`config.mk`:
```
export PLATFORM = sky130hd
export DESIGN_NAME = tern_mod_adder
export DESIGN_NICKNAME = d
export VERILOG_FILES = /design/src/rtl/tern_pkg.sv /design/src/rtl/tern_fa.sv /design/src/rtl/tern_ripple.sv /design/src/rtl/tern_out_stage.sv /design/src/rtl/tern_mod_adder.sv
export SDC_FILE = /design/constraint.sdc
export NUM_CORES = 1
export LEC_CHECK = 0
export ABC_AREA = 1
export ABC_CLOCK_PERIOD_IN_PS = 800
export CAP_MARGIN = 5
export CORE_MARGIN = 10
export CORE_UTILIZATION = 45
export CTS_CLUSTER_SIZE = 25
export DETAILED_ROUTE_END_ITERATION = 8
export PLACE_DENSITY = 0.67
export SYNTH_ARGS = -nofsm -noshare
export SYNTH_HDL_FRONTEND = slang
export SYNTH_HIERARCHICAL = 1
export SYNTH_SLANG_ARGS = --single-unit
```
`constraint.sdc`:
```
create_clock -name clk -period 0.8 [get_ports clk]
set_clock_uncertainty 0.2 [all_clocks]
set_input_delay 0.08 -clock clk [delete_from_list [all_inputs] [get_ports clk]]
set_output_delay 0.08 -clock clk [all_outputs]
set_load 0.01 [all_outputs]
```
`src/rtl/tern_pkg.sv`:
```
package tern_pkg;
  typedef logic [1:0] trit_t;

  localparam trit_t T0 = 2'b00;
  localparam trit_t T1 = 2'b01;
  localparam trit_t T2 = 2'b10;

  function automatic int unsigned pow3(input int unsigned n);
    int unsigned p;
    p = 1;
    for (int unsigned i = 0; i < n; i++) p = p * 3;
    return p;
  endfunction
endpackage

```
`src/rtl/tern_fa.sv`:
```
module tern_fa
  import tern_pkg::*;
(
  input  trit_t a,
  input  trit_t b,
  input  trit_t cin,
  output trit_t s,
  output trit_t cout
);
  logic [3:0] tot;

  always_comb begin
    tot = {2'b00, a} + {2'b00, b} + {2'b00, cin};
    if (tot >= 4'd6) begin
      cout = T2;
      s    = trit_t'(tot - 4'd6);
    end else if (tot >= 4'd3) begin
      cout = T1;
      s    = trit_t'(tot - 4'd3);
    end else begin
      cout = T0;
      s    = trit_t'(tot);
    end
  end
endmodule

```
`src/rtl/tern_ripple.sv`:
```
module tern_ripple
  import tern_pkg::*;
#(
  parameter int N_TRITS = 3
) (
  input  logic [2*N_TRITS-1:0] a,
  input  logic [2*N_TRITS-1:0] b,
  input  trit_t                cin,
  output logic [2*N_TRITS-1:0] s,
  output trit_t                cout
);
  localparam int CW = 2 * (N_TRITS + 1);

  logic [CW-1:0] carry;

  assign carry[1:0] = cin;

  for (genvar gi = 0; gi < N_TRITS; gi++) begin : g_cell
    tern_fa u_cell (
      .a    (a[2*gi +: 2]),
      .b    (b[2*gi +: 2]),
      .cin  (carry[2*gi +: 2]),
      .s    (s[2*gi +: 2]),
      .cout (carry[2*gi+2 +: 2])
    );
  end

  assign cout = carry[2*N_TRITS +: 2];
endmodule

```
`src/rtl/tern_out_stage.sv`:
```
module tern_out_stage #(
  parameter int W          = 6,
  parameter bit REGISTERED = 1'b1
) (
  input  logic         clk,
  input  logic         rst_n,
  input  logic         vin,
  input  logic [W-1:0] din,
  output logic         vout,
  output logic [W-1:0] dout
);
  if (REGISTERED) begin : g_reg
    logic [W-1:0] q;
    logic [W-1:0] q_nxt;
    logic         v_q;

    always_comb begin
      q_nxt = vin ? din : q;
    end

    always_ff @(posedge clk or negedge rst_n) begin
      if (!rst_n) begin
        q   <= '0;
        v_q <= 1'b0;
      end else begin
        v_q <= vin;
        q   <= q_nxt;
      end
    end

    assign vout = v_q;
    assign dout = q;
  end else begin : g_comb
    logic clk_rst_unused;
    assign clk_rst_unused = clk ^ rst_n;
    assign vout = vin;
    assign dout = din;
  end
endmodule

```
`src/rtl/tern_mod_adder.sv`:
```
module tern_mod_adder
  import tern_pkg::*;
#(
  parameter int N_TRITS    = 3,
  parameter int MODSEL     = 2,
  parameter bit REGISTERED = 1'b1
) (
  input  logic                 clk,
  input  logic                 rst_n,
  input  logic                 valid_in,
  input  logic [2*N_TRITS-1:0] a_in,
  input  logic [2*N_TRITS-1:0] b_in,
  output logic                 valid_out,
  output logic [2*N_TRITS-1:0] sum_out
);
  localparam int    W    = 2 * N_TRITS;
  localparam trit_t COMP = trit_t'(MODSEL);

  logic [W-1:0] raw_sum;
  logic [W-1:0] sum_nxt;
  trit_t        raw_cout_unused;

  // plain chain: A + B with carry-in 0
  tern_ripple #(.N_TRITS(N_TRITS)) u_raw (
    .a    (a_in),
    .b    (b_in),
    .cin  (T0),
    .s    (raw_sum),
    .cout (raw_cout_unused)
  );

  if (MODSEL == 0) begin : g_pow
    // modulus 3^n: top carry is a multiple of the modulus
    assign sum_nxt = raw_sum;
  end else begin : g_csel
    logic [W-1:0] corr_sum;
    trit_t        corr_cout;
    logic         wrap;

    // corrected chain: A + B + complement through the ternary carry-in
    tern_ripple #(.N_TRITS(N_TRITS)) u_corr (
      .a    (a_in),
      .b    (b_in),
      .cin  (COMP),
      .s    (corr_sum),
      .cout (corr_cout)
    );

    // A + B + comp >= 3^n exactly when A + B >= m
    assign wrap    = (corr_cout != T0);
    assign sum_nxt = wrap ? corr_sum : raw_sum;
  end

  tern_out_stage #(.W(W), .REGISTERED(REGISTERED)) u_out (
    .clk   (clk),
    .rst_n (rst_n),
    .vin   (valid_in),
    .din   (sum_nxt),
    .vout  (valid_out),
    .dout  (sum_out)
  );
endmodule

```
## Word level (Yosys, flattened, before mapping)

Cells that the tools add are included.

| word-level totals | value |
|---|---|
| bits in read-only memories | 0 |
| input bits | 15 |
| flip-flop bits (word level) | 7 |
| RAM bits | 0 |
| output and inout bits | 7 |
| memories | 0 |
| word-level logic and storage cells | 58 |
| latch bits | 0 |

| operators by class | value |
|---|---|
| shift operators | 0 |
| magnitude comparators | 12 |
| bitwise gates (word level) | 0 |
| div/mod/pow operators | 0 |
| reduce and logical (&&, ||, !) cells | 1 |
| $add $sub $neg | 20 |
| equal/unequal tests | 0 |
| multipliers | 0 |
| multiplexer cells | 23 |

Operators with widths:

| operator | count |
|---|---|
| 2-bit 2-to-1 mux | 17 |
| 2-bit subtractor (second input constant) | 12 |
| 4-bit by 2-bit greater-or-equal comparator with 1-bit output (second input constant) | 5 |
| 4-bit by 3-bit greater-or-equal comparator with 1-bit output (second input constant) | 5 |
| 3-bit by 2-bit adder with 4-bit output | 4 |
| 2-bit by 2-bit adder with 3-bit output | 3 |
| 6-bit 2-to-1 mux | 1 |
| 1-bit 2-to-1 mux | 5 |
| 3-bit by 2-bit adder with 4-bit output (second input constant) | 1 |
| 3-bit by 2-bit greater-or-equal comparator with 1-bit output (second input constant) | 1 |
| 3-bit greater-or-equal comparator (second input constant) | 1 |
| 2-bit nonzero test | 1 |

## Logic depth before layout (Yosys ltp)

Gate-level depths: netlist of the first run.

| logic depth | value |
|---|---|
| depth in word-level cells | 15 |
| depth in mapped cells | 27 |
| gate-level depth less buffers | 27 |

## Cells and area by module

Netlist of the first run, hierarchy kept.

By module, submodules not included:

| module | area an instance (um^2) | seq. area each (um^2) | instances | cells an instance |
|---|---|---|---|---|
| tern_fa at g_csel.u_corr.g_cell[0].u_cell ... | 217.7 | 0.0 | 5 | 33 |
| tern_out_stage | 246.5 | 175.2 | 1 | 26 |
| tern_fa at u_raw.g_cell[2].u_cell | 212.7 | 0.0 | 1 | 33 |
| tern_mod_adder | 93.8 | 0.0 | 1 | 21 |

## Worst setup path after synthesis of the first run

No wires, ideal clock.

| path | value |
|---|---|
| path type | input to register |
| start | input port a_in[1] |
| end | register u_out.g_reg.q[0], in the netlist u_out/dout[0] |
| setup time | 117 ps |
| stages on the path | 21 |
| data required time | 483 ps |
| buffers on the path | 0 |
| setup slack | -3917 ps |
| data arrival time | 4400 ps |
| path through | fa_1 > ha_1 > ha_1 > nand2_2 > nand3_2 > fa_1 > ha_1 > ha_1 > nand2_2 > nand3_2 > fa_1 > ha_1 > ha_1 > nand2_2 > nand3_2 > a21oi_1 > nor2_4 > nand2_1 > nand2_1 > nand2_1 > nand2_1 |

RTL lines:

| what | RTL line | text |
|---|---|---|
| from (decl) | tern_mod_adder.sv:11 | `input logic [2*N_TRITS-1:0] a_in,` |
| 2-bit by 2-bit adder with 3-bit output | tern_fa.sv:13 | `tot = {2'b00, a} + {2'b00, b} + {2'b00, cin};` |
| 3-bit by 2-bit adder with 4-bit output | tern_fa.sv:13 |  |
| 4-bit by 3-bit greater-or-equal comparator with 1-bit output | tern_fa.sv:14 | `if (tot >= 4'd6) begin` |
| 2-bit 2-to-1 mux | tern_fa.sv:14 |  |
| via g_csel.u_corr.carry[3] | tern_ripple.sv:14 | `logic [CW-1:0] carry;` |
| 3-bit by 2-bit adder with 4-bit output | tern_fa.sv:13 |  |
| 4-bit by 3-bit greater-or-equal comparator with 1-bit output | tern_fa.sv:14 |  |
| 2-bit 2-to-1 mux | tern_fa.sv:14 |  |
| via g_csel.u_corr.carry[5] | tern_ripple.sv:14 |  |
| 3-bit by 2-bit adder with 4-bit output | tern_fa.sv:13 |  |
| 4-bit by 3-bit greater-or-equal comparator with 1-bit output | tern_fa.sv:14 |  |
| 2-bit 2-to-1 mux | tern_fa.sv:14 |  |
| via g_csel.corr_cout[1] | tern_mod_adder.sv:37 | `trit_t corr_cout;` |
| 2-bit nonzero test | tern_mod_adder.sv:50 | `assign wrap = (corr_cout != T0);` |
| 6-bit 2-to-1 mux | tern_mod_adder.sv:51 | `assign sum_nxt = wrap ? corr_sum : raw_sum;` |
| via sum_nxt[0] | tern_mod_adder.sv:20 | `logic [W-1:0] sum_nxt;` |
| to (signal assigned) | tern_out_stage.sv:27 | `q <= q_nxt;` |
| to (decl) | tern_out_stage.sv:13 | `logic [W-1:0] q;` |

The timed path passes the listed nets, and every way through them passes these cells.
A chain may end at the register's enable or synchronous reset.

## Worst setup path in the final report of the first run

| path | value |
|---|---|
| start | input port a_in[1] |
| end | register u_out.g_reg.q[1], in the netlist u_out/dout[1] |

The elaborated chain is that of the path after synthesis.

==> flow_metrics.env, run 1 <==
export IMPL_status="complete, but fails checks"
export IMPL_violations="hold timing, setup timing"
export IMPL_multi_input_area_mm2=0.00163
export IMPL_first_pass_grt_wire_length_um=7250
export IMPL_max_freq_mhz=238
export IMPL_detail_route_vias_per_cell=4.49
export IMPL_crit_reg2reg_capture="u_out/dout[4]"
export IMPL_vias=1638
export IMPL_setup_worst_path_end_class="flip-flop"
export IMPL_remaining_number_of_nets_flagged_by_the_antenna_check_after_routing=0
export IMPL_setup_reg_to_reg_worst_slack_ps=-230
export IMPL_setup_ws_ps=-3400
export IMPL_syn_area_mm2=0.00164
export IMPL_max_capacitance_violation_count=0
export IMPL_startpoint="a_in[1]"
export IMPL_initial_antenna_violation_count=0
export IMPL_total_grt_usage_pct=13.5
export IMPL_cts_root_buffer_cell="clkbuf_4"
export IMPL_clock_insertion_delay_worst_skew_ps=240
export IMPL_cp_start_kind="primary input"
export IMPL_cts_max_level=1
export IMPL_port_buffers=21
export IMPL_hpwlAfterDp_um=3240
export IMPL_setup_viol=13
export IMPL_cp_endpoint="u_out/dout[1]"
export IMPL_cts_buffers_inserted=3
export IMPL_design_final_nets=377
export IMPL_cts_sinks=7
export IMPL_dr_pass1_iters=4
export IMPL_maximum_fanout_along_the_worst_path=4
export IMPL_dr_first_iter_drc_count=83
export IMPL_die_area_mm2=0.00645
export IMPL_largest_net_degree_at_the_start_of_global_routing=10
export IMPL_route_final_wire_length_um=4020
export IMPL_drt_wirelength_per_cell_um=11.0
export IMPL_top_level_ports=22
export IMPL_synthesis_yosys_warnings=6
export IMPL_unrepaired_setup_endpoints_after_global_routing="true"
export IMPL_number_of_global_route_vias_before_repair=1690
export IMPL_ff2ff_path_depth=4
export IMPL_syn_area_per_cell_um2=6.71
export IMPL_clock_path_buffers=2
export IMPL_worst_hold_path_type="in2async"
export IMPL_crit_type="in2reg"
export IMPL_drv_slew=0
export IMPL_diodes=0
export IMPL_sequential_cell_area_um2=175
export IMPL_timing_hold_ws_ps=-84.0
export IMPL_final_period_utilization_pct=525
export IMPL_gpl_final_weighted_congestion=0.800
export IMPL_fillers=271
export IMPL_r2r_start="u_out/dout[4]"
export IMPL_clk_transition_reported_paths_ps=50
export IMPL_grt_remaining_overflow=0
export IMPL_finalHoldViolations=7
export IMPL_num_rows=21
export IMPL_syn_inst=244
export IMPL_dp_slack_ps=-4090
export IMPL_worst_endpoint_required_ps=740
export IMPL_drc_errors=0
export IMPL_critPathArrivalTime_ps=4140
export IMPL_cts_tree="yes"
export IMPL_core_area_mm2=0.00342
export IMPL_die_height_um=80.3
export IMPL_flow_area_growth_from_synthesis_pct=58.6
export IMPL_fin_crit_ps=4200
export IMPL_fraction_of_final_layout_cells_sized_beyond_drive_strength_1_pct=38.6
export IMPL_initial_utilization_pct=47.9
export IMPL_die_w_um=80.3
-- metal layers --
metal,up-vias,GRT usage [%],part of all wire [%]
li1,886,-,-
met1,723,17.0,46
met2,27,23.4,50
met3,2,1.89,3.2
met4,0,3.17,0.45
met5,-,0,0
-- registers in the layout (all words and copies together), names as in the netlist --
signal,flops
u_out/dout,6
u_out/vout,1
-- how the worst min path moves through the flow --
stage | from | end | slack (ps)
2_1_floorplan | rst_n | u_out/dout[0] | -420
3_3_place_gp | rst_n | u_out/dout[0] | 170
3_5_place_dp | rst_n | u_out/dout[0] | 170
4_1_cts | rst_n | u_out/dout[0] | -80
5_1_grt | rst_n | u_out/dout[0] | -70
6_report | rst_n | u_out/dout[0] | -80
-- cells in the final DEF (no fill, tap or decap) --
cell             instances
a21oi_1                  3
a21oi_2                  1
a21oi_4                  1
buf_2                    5
buf_4                   47
buf_6                    4
buf_8                    1
clkbuf_1                 1
clkbuf_2                 2
clkbuf_4                 3
clkdlybuf4s50_1         10
conb_1                   4
dfrtp_1                  7
fa_1                     7
fa_2                     5
ha_1                    11
ha_2                     4
ha_4                    15
inv_1                   35
inv_2                    8
nand2_1                102
nand2_2                  3
nand2_4                  9
nand3_1                 12
nand3_2                  1
nand3_4                  5
nor2_2                   6
nor2_4                   1
o21ai_1                  4
o21ai_2                  2
-- worst max-delay path, stage by stage --
cell     delay [ps]
buf_8           100
fa_1            570
ha_4            140
inv_2            40
ha_4            230
nand2_4          80
nand3_4         100
fa_1            560
ha_4            140
inv_2            40
ha_4            230
nand2_4          70
nand3_4          90
fa_1            550
ha_4            140
inv_2            40
ha_4            280
nand2_4          60
nand3_4          90
a21oi_4          60
buf_4           150
o21ai_1         120
nand2_1          80
nand2_1          60
nand2_1          50
-- final cells by class --
class / count / share of cell area (%)
flip-flops and latches: 7 / 6.75
inverters: 43 / 6.22
multi-input cells: 196 / 62.7
repair buffers: 69 / 21.1
well taps: 46 / 2.22
clock buffers: 4 / 1.01
-- stage by stage --
step,instances,instance area (um^2),hold WS (ps),setup TNS (ps),utilization [%]
floorplan,246,1850,-416,-20280,-
CTS,359,2490,-82.8,-22240,72.9
global route,365,2600,-66.4,-23060,76.0
detailed placement,350,2390,169,-27070,70.0
global placement,350,2390,167,-26560,70.0
finish,365,2600,-84.0,-21750,76.0
-- repair_timing --
action / in CTS / in global routing
pin swaps: 33 / 28
endpoints found under the hold margin: 7 / 7
setup endpoints to repair: 13 / 13
buffers inserted: 5 / 6
resized for setup: 55 / 29
Power of run 1 is left out: the tool's default activity adds up to more than one toggle a clock period on the data nets, which glitch-free logic cannot reach.
==> run 2, diff against run 1 <==
- CTS_BUF_LIST: not set -> sky130_fd_sc_hd__clkbuf_8
- TNS_END_PERCENT: not set -> 1
==> run 2 against run 1 <==
Compared with the run above: the flow still finishes with violations (hold timing, setup timing); clock-buffer cell count fell by 1; global-route usage decreased by 0.64 points; maximum frequency down 0.96%; hold slack improved by 24 ps; core utilization is 1.9 points lower; final cell count fell by 2.7%; via count down 3.1%; sequential cell count unchanged; register-to-register slack gained 80 ps; critical endpoint is now u_out/dout[0]; highest routed layer unchanged.
==> flow_metrics.env, run 2 (synthesis gave the netlist of run 1 again) <==
export IMPL_status="complete, but fails checks"
export IMPL_violations="hold timing, setup timing"
export IMPL_route_final_wire_length_um=3860
export IMPL_setup_reg_to_reg_worst_slack_ps=-150
export IMPL_setup_ws_ps=-3440
export IMPL_max_capacitance_violation_count=0
export IMPL_max_freq_mhz=236
export IMPL_die_area_mm2=0.00645
export IMPL_setup_worst_path_end_class="flip-flop"
export IMPL_met3WireLength_um=110
export IMPL_die_height_um=80.3
export IMPL_drc_errors=0
export IMPL_top_level_ports=22
export IMPL_final_period_utilization_pct=530
export IMPL_fin_crit_ps=4240
export IMPL_dr_first_iter_drc_count=72
export IMPL_number_of_global_route_vias_before_repair=1624
export IMPL_core_area_mm2=0.00342
export IMPL_crit_reg2reg_capture="u_out/dout[4]"
export IMPL_cp_start_kind="primary input"
export IMPL_met2WireLength_um=1950
export IMPL_diodes=0
export IMPL_ff2ff_path_depth=3
export IMPL_r2r_start="u_out/dout[4]"
export IMPL_cts_sinks=7
export IMPL_setup_viol=13
export IMPL_cts_tree="yes"
export IMPL_flow_area_growth_from_synthesis_pct=54.7
export IMPL_largest_net_degree_at_the_start_of_global_routing=10
export IMPL_unrepaired_setup_endpoints_after_global_routing="true"
export IMPL_finalHoldViolations=7
export IMPL_clk_transition_reported_paths_ps=40
export IMPL_number_of_flip_flops_under_the_largest_register_name=6
export IMPL_final_core_util_pct=74.1
export IMPL_mostFrequentLayoutCell="nand2_1"
export IMPL_vias=1588
export IMPL_maximum_fanout_along_the_worst_path=6
export IMPL_dr_pass1_iters=4
export IMPL_drt_wirelength_per_cell_um=10.9
export IMPL_design_final_nets=367
export IMPL_clock_path_buffers=2
export IMPL_port_buffers=21
export IMPL_cts_buffers_inserted=3
export IMPL_total_grt_usage_pct=12.9
export IMPL_initial_antenna_violation_count=0
export IMPL_grt_remaining_overflow=0
export IMPL_worst_endpoint_required_ps=710
export IMPL_routed_top_layer="met4"
export IMPL_first_pass_grt_wire_length_um=6920
export IMPL_fraction_of_final_layout_cells_sized_beyond_drive_strength_1_pct=34.0
export IMPL_num_rows=21
export IMPL_remaining_number_of_nets_flagged_by_the_antenna_check_after_routing=0
export IMPL_finish_cell_count_without_fillers=355
export IMPL_crit_type="in2reg"
export IMPL_dp_cells=349
export IMPL_cts_max_level=1
export IMPL_cts_root_buffer_cell="clkbuf_8"
export IMPL_hpwlAfterDp_um=3300
export IMPL_detail_route_vias_per_cell=4.47
export IMPL_gpl_final_weighted_congestion=0.826
export IMPL_die_w_um=80.3
export IMPL_most_common_layout_cells="102 x nand2_1, 38 x inv_1, 36 x buf_4"
export IMPL_critPathArrivalTime_ps=4150
export IMPL_initial_utilization_pct=47.9
export IMPL_worst_hold_path_type="in2async"
export IMPL_timing_hold_ws_ps=-60.4
export IMPL_clock_insertion_delay_worst_skew_ps=220
export IMPL_detail_route_wirelength_met1_um=1790
export IMPL_drv_slew=0
export IMPL_dp_slack_ps=-4120
run 2: stage by stage:
| step | TNS, ps | area, um^2 |
|---|---|---|
| CTS | -22120 | 2460 |
| floorplan | -20280 | 1850 |
| global route | -23140 | 2530 |
| finish | -21970 | 2530 |
| detailed placement | -27270 | 2380 |
| global placement | -26570 | 2380 |
run 2: worst max path at each step:
stage                  from             to  slack [ps]
finish              b_in[1]  u_out/dout[0]       -3440
global route        a_in[1]  u_out/dout[4]       -3610
CTS                 b_in[1]  u_out/dout[4]       -3460
detailed placement  b_in[1]  u_out/dout[0]       -4120
global placement    b_in[1]  u_out/dout[4]       -4030
floorplan           b_in[1]  u_out/dout[0]       -3380
run 2: critical path: stages:
cell and delay (ps):
buf_8 100, fa_1 550, ha_4 150, inv_2 40, ha_4 230, nand2_4 70
nand3_4 100, fa_1 580, ha_4 140, inv_2 40, ha_4 230, nand2_4 80
nand3_4 80, fa_1 550, ha_4 140, inv_2 40, ha_4 280, nand2_4 60
nand3_4 90, a21oi_4 60, buf_4 140, o21ai_1 120, nand2_1 60, nand2_1 70
nand2_1 50
run 2: final cells by class:
class / instances / area, um^2
Multi-Input combinational cell: 196 / 1610
Inverter: 43 / 164
Tap cell: 46 / 57.6
Sequential cell: 7 / 175
Fill cell: 274 / 883
Clock buffer: 3 / 41.3
Timing Repair Buffer: 59 / 485
Clock inverter: 1 / 3.75
run 2: routing by layer:
layer	track usage, %	vias up
met5	0	-
met4	2.99	0
met3	2.00	2
met2	22.8	17
met1	15.7	705
li1	-	864
run 2: timing repair:
action                                 CTS  global route
endpoints found under the hold margin    7             7
gates resized for setup                 58            15
setup endpoints to repair               13            13
buffers inserted                         0             2
pin swaps                               19            18
Power of run 2 is left out for the same reason.
